$ cat src/rtl/irqp_pkg.sv
// Package: shared widths, command codes, state and reply records, and the
// threshold-lowering-favor rule used by two commands.
package irqp_pkg;
    localparam int PRIO_W  = 8;
    localparam int SRC_W   = 24;
    localparam int WORD_W  = PRIO_W + SRC_W;
    localparam logic [SRC_W-1:0] IPI_SRC = SRC_W'(2);

    typedef enum logic [1:0] {
        OP_ACCEPT   = 2'd0,
        OP_SET_THR  = 2'd1,
        OP_SET_REQ  = 2'd2,
        OP_EOI      = 2'd3
    } op_e;

    typedef struct packed {
        logic [PRIO_W-1:0] thr;
        logic [PRIO_W-1:0] req;
        logic [PRIO_W-1:0] pend;
        logic [SRC_W-1:0]  src;
        logic              refused;
    } state_t;

    typedef struct packed {
        logic              ack;
        logic              nak;
        logic              rej_v;
        logic [SRC_W-1:0]  rej_src;
        logic              resend;
        logic              eoi_v;
        logic [SRC_W-1:0]  eoi_src;
        logic              rd_v;
        logic [WORD_W-1:0] rdata;
    } reply_t;

    // Threshold made less favored: load it, maybe install the IPI, drop the flag.
    function automatic state_t thr_down(state_t s, logic [PRIO_W-1:0] t);
        state_t n;
        n = s;
        n.thr = t;
        if (s.req < t && s.req <= s.pend) begin
            n.pend = s.req;
            n.src  = IPI_SRC;
        end
        n.refused = 1'b0;
        return n;
    endfunction
endpackage

$ cat src/rtl/irqp_next.sv
// Module: irqp_next
// Computes next state and the reply record for one event per cycle.
// Assumes a command wins over an offer presented in the same cycle.
module irqp_next
    import irqp_pkg::*;
#(
    parameter int P_W = PRIO_W,
    parameter int S_W = SRC_W
) (
    input  state_t           cur,
    input  logic             cmd_valid,
    input  logic [1:0]       cmd_op,
    input  logic [P_W+S_W-1:0] cmd_data,
    input  logic             offer_valid,
    input  logic [S_W-1:0]   offer_src,
    input  logic [P_W-1:0]   offer_prio,
    output state_t           nxt,
    output reply_t           rsp
);
    localparam int TOP = P_W + S_W;

    logic [S_W-1:0] displaced;
    logic [P_W-1:0] val;
    logic [P_W-1:0] eoi_thr;
    logic [S_W-1:0] eoi_id;

    assign val     = cmd_data[P_W-1:0];
    assign eoi_thr = cmd_data[TOP-1:S_W];
    assign eoi_id  = cmd_data[S_W-1:0];

    // Evaluate the selected event against the current state.
    always_comb begin
        nxt       = cur;
        rsp       = '0;
        displaced = '0;
        if (cmd_valid) begin
            unique case (op_e'(cmd_op))
                OP_ACCEPT: begin
                    rsp.rd_v  = 1'b1;
                    rsp.rdata = {cur.thr, cur.src};
                    if (cur.src != '0) begin
                        nxt.thr  = cur.pend;
                        nxt.pend = '1;
                        nxt.src  = '0;
                    end
                end
                OP_SET_THR: begin
                    if (val > cur.thr) begin
                        nxt        = thr_down(cur, val);
                        rsp.resend = cur.refused;
                    end else if (val < cur.thr) begin
                        nxt.thr = val;
                        if (val <= cur.pend) begin
                            displaced = cur.src;
                            nxt.src   = '0;
                            nxt.pend  = '1;
                        end
                    end
                end
                OP_SET_REQ: begin
                    nxt.req = val;
                    if (val < cur.thr && val <= cur.pend) begin
                        displaced = cur.src;
                        nxt.pend  = val;
                        nxt.src   = IPI_SRC;
                    end
                    if (val > cur.req) begin
                        rsp.resend  = cur.refused;
                        nxt.refused = 1'b0;
                    end
                end
                default: begin
                    nxt        = thr_down(cur, eoi_thr);
                    rsp.resend = cur.refused;
                    if (eoi_id != IPI_SRC) begin
                        rsp.eoi_v   = 1'b1;
                        rsp.eoi_src = eoi_id;
                    end
                end
            endcase
        end else if (offer_valid) begin
            if (offer_prio < cur.thr && offer_prio < cur.req && offer_prio < cur.pend) begin
                rsp.ack   = 1'b1;
                displaced = cur.src;
                nxt.src   = offer_src;
                nxt.pend  = offer_prio;
            end else begin
                rsp.nak     = 1'b1;
                nxt.refused = 1'b1;
            end
        end
        rsp.rej_v   = (displaced != '0) && (displaced != IPI_SRC);
        rsp.rej_src = displaced;
    end
endmodule

$ cat src/rtl/irqp_regs.sv
// Module: irqp_regs
// Holds presenter state and the registered reply record.
// Assumes synchronous active-low reset.
module irqp_regs
    import irqp_pkg::*;
(
    input  logic   clk,
    input  logic   rst_n,
    input  state_t nxt,
    input  reply_t rsp_d,
    output state_t cur,
    output reply_t rsp_q
);
    // State and reply flops.
    always_ff @(posedge clk) begin
        if (!rst_n) begin
            cur.thr     <= '0;
            cur.req     <= '1;
            cur.pend    <= '1;
            cur.src     <= '0;
            cur.refused <= 1'b0;
            rsp_q       <= '0;
        end else begin
            cur   <= nxt;
            rsp_q <= rsp_d;
        end
    end

    AST_ACK_NAK_EXCL: assert property (@(posedge clk) disable iff (!rst_n)
        !(rsp_q.ack && rsp_q.nak));
    AST_REJ_NOT_IPI: assert property (@(posedge clk) disable iff (!rst_n)
        rsp_q.rej_v |-> (rsp_q.rej_src != IPI_SRC && rsp_q.rej_src != '0));
    AST_EOI_NOT_IPI: assert property (@(posedge clk) disable iff (!rst_n)
        rsp_q.eoi_v |-> rsp_q.eoi_src != IPI_SRC);
endmodule

$ cat src/rtl/irq_presenter.sv
// Module: irq_presenter (top)
// Per-processor interrupt presenter: single pending slot, priority threshold,
// inter-processor request priority, refused-offer flag. One event per cycle.
module irq_presenter
    import irqp_pkg::*;
(
    input  logic              clk,
    input  logic              rst_n,
    input  logic              cmd_valid,
    input  logic [1:0]        cmd_op,
    input  logic [WORD_W-1:0] cmd_data,
    output logic              rd_valid,
    output logic [WORD_W-1:0] rd_data,
    input  logic              offer_valid,
    input  logic [SRC_W-1:0]  offer_src,
    input  logic [PRIO_W-1:0] offer_prio,
    output logic              offer_ready,
    output logic              offer_ack,
    output logic              offer_nak,
    output logic              rej_valid,
    output logic [SRC_W-1:0]  rej_src,
    output logic              resend_pulse,
    output logic              eoi_valid,
    output logic [SRC_W-1:0]  eoi_src,
    output logic              irq_out
);
    state_t cur, nxt;
    reply_t rsp_d, rsp_q;

    irqp_next #(.P_W(PRIO_W), .S_W(SRC_W)) next_i (
        .cur(cur), .cmd_valid(cmd_valid), .cmd_op(cmd_op), .cmd_data(cmd_data),
        .offer_valid(offer_valid), .offer_src(offer_src), .offer_prio(offer_prio),
        .nxt(nxt), .rsp(rsp_d)
    );

    irqp_regs regs_i (
        .clk(clk), .rst_n(rst_n), .nxt(nxt), .rsp_d(rsp_d),
        .cur(cur), .rsp_q(rsp_q)
    );

    // Output mapping and interrupt line.
    assign offer_ready  = !cmd_valid;
    assign offer_ack    = rsp_q.ack;
    assign offer_nak    = rsp_q.nak;
    assign rej_valid    = rsp_q.rej_v;
    assign rej_src      = rsp_q.rej_src;
    assign resend_pulse = rsp_q.resend;
    assign eoi_valid    = rsp_q.eoi_v;
    assign eoi_src      = rsp_q.eoi_src;
    assign rd_valid     = rsp_q.rd_v;
    assign rd_data      = rsp_q.rdata;
    assign irq_out      = (cur.src != '0) && (cur.pend < cur.thr);

    AST_REPLY_NEEDS_OFFER: assert property (@(posedge clk) disable iff (!rst_n)
        (offer_ack || offer_nak) |-> $past(offer_valid && !cmd_valid));
    AST_ACCEPT_DROPS_LINE: assert property (@(posedge clk) disable iff (!rst_n)
        (rd_valid && rd_data[SRC_W-1:0] != '0) |-> !irq_out);
    AST_RESEND_FROM_CMD: assert property (@(posedge clk) disable iff (!rst_n)
        resend_pulse |-> $past(cmd_valid));
endmodule

$ cat config.mk
export PLATFORM = sky130hd
export DESIGN_NAME = irq_presenter
export DESIGN_NICKNAME = d
export VERILOG_FILES = /design/src/rtl/irqp_pkg.sv /design/src/rtl/irqp_next.sv /design/src/rtl/irqp_regs.sv /design/src/rtl/irq_presenter.sv
export SDC_FILE = /design/constraint.sdc
export NUM_CORES = 1
export LEC_CHECK = 0
export CAP_MARGIN = 15
export CORE_AREA = 3 3 135 150
export DETAILED_ROUTE_END_ITERATION = 7
export DIE_AREA = 0 0 138 153
export DONT_BUFFER_PORTS = 1
export SLEW_MARGIN = 20
export SYNTH_ARGS = -nofsm -noshare
export SYNTH_HDL_FRONTEND = slang
export SYNTH_SLANG_ARGS = --single-unit
$ cat constraint.sdc
create_clock -name clk -period 6.9 [get_ports clk]
set_input_delay 2.07 -clock clk [delete_from_list [all_inputs] [get_ports clk]]
set_output_delay 2.07 -clock clk [all_outputs]
set_load 0.05 [all_outputs]
==> flow_summary.toml, run 1 <==
[yosys]
synth-edff-count = 0
synth-seq-area-share_pct = 41.1
syn_area_per_cell_sq_um = 9.36
ys_ff_latch = 135
synth_area_sq_um = 6570
synthArstFlopShare_pct = 0
syn-num-nets = 843
synth_ff_type = "dfxtp_1"
syn_inst = 702
yosys_warnings = 0
yosysUniqueCellTypes = 55

[grt]
antenna_found_initial = 0
grt_start_max_net_pins = 86
grt_pass1_vias = 5061
grt_use_total_pct = 17.7
grt_overflow = 0
grt_pass1_wl_um = 29500

[placed_design]
place_hpwl_um = 14300
gp_congestion = 0.880
dp_cells = 915
port_buffers = 0

[final_layout]
drive_gt1_share_pct = 6.71
finalNonFillerCells = 947
final_net_count = 828
antenna_cells = 0
layout_common_cells = "135 x dfxtp_1, 79 x and2_1, 71 x ha_1"
final_common_cell = "dfxtp_1"
area_growth_pct = 11.6

[timing]
setup_viol = 0
whs_ns = 0.486
hold_violations = 0
drv_slew = 0
worst_slew_pin_slew_ns = 1.02
finalCritPeriodShare_pct = 73.6
finalClockSkew_ns = 0.0105
slew_headroom_pct = 31.3
setup_tns_ns = 0
rsz0062_at_grt = "no"
max_freq_ghz = 0.197
layout_min_cycle_time_ns = 5.08

[clocking]
hold_buffers = 0
clkTransAtPathRegs_ns = 0.06
cts_resized = 0
clock_latency_ns = 0.42
htree_num_levels = 4
clk_path_buf_depth = 2
numClockSinks = 135
cts_root_buf = "clkbuf_16"
cts_tree = "done"
postCtsSetupBuffers = 0
cts_buffers = 17

[drt]
wl_per_cell_um = 20.0
drt_iter0_drc = 432
viasPerCell = 5.53
dr.pass1.iters = 5
wirelength_um = 19000
routed-via-count = 5236
drc = 0
drtAntennaViolNets = 0

[critical_path]
crit_family = "compound AO/OA/AOI/OAI gates"
critPathSlowestCell = "a311oi_2"
startpoint_type = "input pin"
cp_common_cell = "a31oi_1"
cp_slowest_stage_delay_ns = 0.75
crit_chain = "ha_1, a21o_1, a221o_1, a211oi_2, a31oi_1, a311oi_2, nand3_1, a31oi_1"
worstPathRequired_ns = 7.23
crit_buf_inv = 0
arrival_ns = 5.40
crit_type = "in2reg"
end_kind = "flip-flop"
critPathMaxFanout = 13

[outcome]
outcome = "finished clean"

[die]
dieWidth_um = 138
num_rows = 53
start_util_pct = 34.6
core_area_sq_um = 19000
dieArea_sq_um = 21100
io_pins = 158
die_height_um = 153

[pwr]
leakage_nw = 3.28
power.density_nw_per_um2 = 281
finalPower_w = 0.00206
ir_worst_vdd_v = 0.000171

[hold_path]
min_path_type = "reg2reg"

[flow_run]
maxCapViolCount = 0
-- area by class of cell --
type	count	area [sq um]
Tap cell	247	309
Multi-Input combinational cell	490	3560
Timing Repair Buffer	6	45.0
Sequential cell	135	2700
Clock inverter	14	150
Fill cell	1917	11600
Inverter	37	139
Clock buffer	18	429
-- state kept, by name, summed over array words and instances (netlist names) --
name,cells
regs_i.cur,49
regs_i.rsp_q,86
-- layer usage --
metal  wire length, um  vias to the layer above  track usage [%]
li1                  -                     2543                -
met1              7770                     2433             21.3
met2              9000                      222             28.6
met3              1680                       38             6.98
met4               529                        0             6.45
met5                 0                        -                0
-- report_power, final --
group          leakage [nW]  switching [W]  internal (W)  total [W]
registers              1.10      0.0000604      0.000813   0.000873
clock network         0.277       0.000348      0.000534   0.000882
logic                  1.91       0.000189      0.000116   0.000305
-- synth_stat cells, types with 5 or more instances --
library cell / n / share of area, %
o211a_1: 8 / 1.2
nor2_1: 15 / 0.86
ha_1: 71 / 14
nor4b_1: 9 / 1.2
nand3_1: 11 / 0.84
a41o_1: 23 / 3.5
o21a_1: 6 / 0.69
buf_2: 5 / 0.38
nor2b_1: 12 / 1.1
nand4_1: 12 / 1.1
o211ai_1: 10 / 1.1
a21o_1: 11 / 1.3
o21ai_0: 21 / 1.6
clkbuf_1: 32 / 1.8
dfxtp_1: 135 / 41
nor4_1: 18 / 1.7
and2_1: 79 / 7.5
nand2b_1: 6 / 0.57
nand2_1: 62 / 3.5
inv_1: 36 / 2.1
a31oi_1: 33 / 3.1
a21oi_1: 22 / 1.7
o311ai_0: 8 / 1.1
a22oi_1: 8 / 0.91
nor3_1: 6 / 0.46
-- through the flow --
stage | util, % | setup slack (ns) | cell area [sq um]
after global placement | 35.6 | 1.56 | 6750
after global routing | 38.7 | 1.60 | 7330
after detailed placement | 35.6 | 1.46 | 6750
after floorplan | - | 1.54 | 6570
final | 38.7 | 1.82 | 7330
after CTS | 38.7 | 1.90 | 7330
-- cell families after synthesis --
| kind of cell | Yosys count | synth area share [%] |
|---|---|---|
| AO/OA/AOI/OAI | 174 | 19.7 |
| buffers and inverters | 77 | 4.74 |
| AND/OR/NAND/NOR | 244 | 20.7 |
| flip-flops | 135 | 41.1 |
| adder cells (fa/ha/maj) | 71 | 13.5 |
| multiplexers | 1 | 0.152 |
-- worst paths after layout --
kind / startpoint / to / cells after the start / slack, ns
worst max register to register: regs_i.cur[43]$_SDFFE_PN0P_ / regs_i.cur[28]$_SDFFE_PN1P_ / 9 / 3.02
worst min register to register: regs_i.cur[0]$_SDFFE_PN0P_ / regs_i.rsp_q[58]$_SDFF_PN0_ / 1 / 0.49
worst max-delay path: cmd_data[2] / regs_i.cur[28]$_SDFFE_PN1P_ / 8 / 1.82
worst min-delay path: regs_i.cur[0]$_SDFFE_PN0P_ / regs_i.rsp_q[58]$_SDFF_PN0_ / 1 / 0.49
No activity file was read; power rests on OpenSTA's default activity.
==> run 2: changes to the inputs <==
==> constraint.sdc (replaced) <==
create_clock -name clk -period 4.98 [get_ports clk]
set_input_delay 1.494 -clock clk [delete_from_list [all_inputs] [get_ports clk]]
set_output_delay 1.494 -clock clk [all_outputs]
set_load 0.05 [all_outputs]
==> flow_summary.toml, run 2 (same netlist as run 1, synthesis figures left out) <==
[timing]
whs_ns = 0.482
layout_min_cycle_time_ns = 4.04
rsz0062_at_grt = "no"
finalClockSkew_ns = 0.00853
max_freq_ghz = 0.248
setup_viol = 0
hold_violations = 0
finalCritPeriodShare_pct = 81.0
slew_headroom_pct = 40.4
worst_slew_pin_slew_ns = 0.890
drv_slew = 0
setup_tns_ns = 0

[die]
die_height_um = 153
io_pins = 158
num_rows = 53
core_area_sq_um = 19000
dieWidth_um = 138
dieArea_sq_um = 21100
start_util_pct = 34.6

[drt]
routed-via-count = 5288
drc = 0
dr.pass1.iters = 5
drt_iter0_drc = 354
wirelength_um = 19400
wl_per_cell_um = 20.4
viasPerCell = 5.57
drtAntennaViolNets = 0

[final_layout]
area_growth_pct = 12.5
fillCellCount = 1907
antenna_cells = 0
largest-register = "regs_i.rsp_q"
drive_gt1_share_pct = 7.12
multi_input_area_sq_um = 3560
finalNonFillerCells = 949
reg_top3 = "regs_i.rsp_q: 86 flops, regs_i.cur: 49 flops"
final_common_cell = "dfxtp_1"
largest_reg_flops = 86
register_area_sq_um = 2700
layout_common_cells = "135 x dfxtp_1, 79 x and2_1, 71 x ha_1"
final_net_count = 831

[pwr]
power.density_nw_per_um2 = 398
leakage_nw = 3.32
finalPower_w = 0.00294
ir_worst_vdd_v = 0.000248

[critical_path]
critPathMaxFanout = 3
crit_type = "reg2out"
end_kind = "output port"
startpoint_type = "flip-flop"
arrival_ns = 2.54
timing.rr.start = "regs_i.cur[40]$_SDFFE_PN1P_"
worstPathRequired_ns = 3.49
crit_start = "regs_i.cur[42]$_SDFFE_PN0P_"

[grt]
grt_start_max_net_pins = 86
grt_pass1_wl_um = 29700
grt_pass1_vias = 5081
grt_use_total_pct = 17.9
grt_overflow = 0
antenna_found_initial = 2

[placed_design]
dp_cells = 918
place_hpwl_um = 14600
port_buffers = 0
gp_congestion = 0.870

[clocking]
clock_latency_ns = 0.42
cts_root_buf = "clkbuf_16"
cts_resized = 0
clk_path_buf_depth = 2
htree_num_levels = 4
cts_buffers = 17
clkTransAtPathRegs_ns = 0.06
postCtsSetupBuffers = 0
hold_buffers = 0
cts_tree = "done"
numClockSinks = 135

[hold_path]
min_from = "regs_i.cur[0]$_SDFFE_PN0P_"
min_path_type = "reg2reg"

[outcome]
outcome = "finished clean"

[flow_run]
maxCapViolCount = 0
## run 2: layer usage
| layer | wire, um | GRT usage [%] |
|---|---|---|
| met1 | 8000 | 21.5 |
| met2 | 9280 | 29.4 |
| met3 | 1530 | 6.10 |
| met4 | 510 | 7.39 |
| met5 | 27 | 0 |
## run 2: final cells by class
type	instances	share of cell area, %
multi-input cells	490	48.1
flip-flops and latches	135	36.6
clock buffers	20	6.32
well taps	247	4.18
clock inverters	11	2.00
inverters	37	1.88
repair buffers	9	0.914
## run 2: power breakdown
group / internal (W) / switching [W] / total, W / leakage [nW]
clock network: 0.000825 / 0.000479 / 0.00130 / 0.302
registers: 0.00113 / 0.0000836 / 0.00121 / 1.10
logic: 0.000166 / 0.000263 / 0.000429 / 1.92
total: 0.00212 / 0.000825 / 0.00294 / 3.32
## run 2: final timing paths
path                                                    end  slack (ns)  cells past startpoint
worst min-delay path            regs_i.rsp_q[58]$_SDFF_PN0_        0.48                      1
worst max register to register  regs_i.cur[31]$_SDFFE_PN1P_        1.77                     10
worst min register to register  regs_i.rsp_q[58]$_SDFF_PN0_        0.48                      1
worst max-delay path                                irq_out        0.94                      8
## run 2: critical path, stage by stage, from the launching register on
cell and delay, ns:
dfxtp_1 0.35, inv_1 0.10, ha_1 0.28, a21o_1 0.15, a21o_1 0.16, a21o_1 0.19, a21o_1 0.19, a211oi_1 0.23
o21a_1 0.47
## run 2: per-stage QoR
stage               utilization, %  area (sq um)  setup slack (ns)
floorplan                        -          6570             0.770
global placement              35.7          6770             0.951
detailed placement            35.7          6770             0.885
CTS                           39.0          7390             0.917
global route                  39.0          7390             0.821
finish                        39.0          7390             0.944
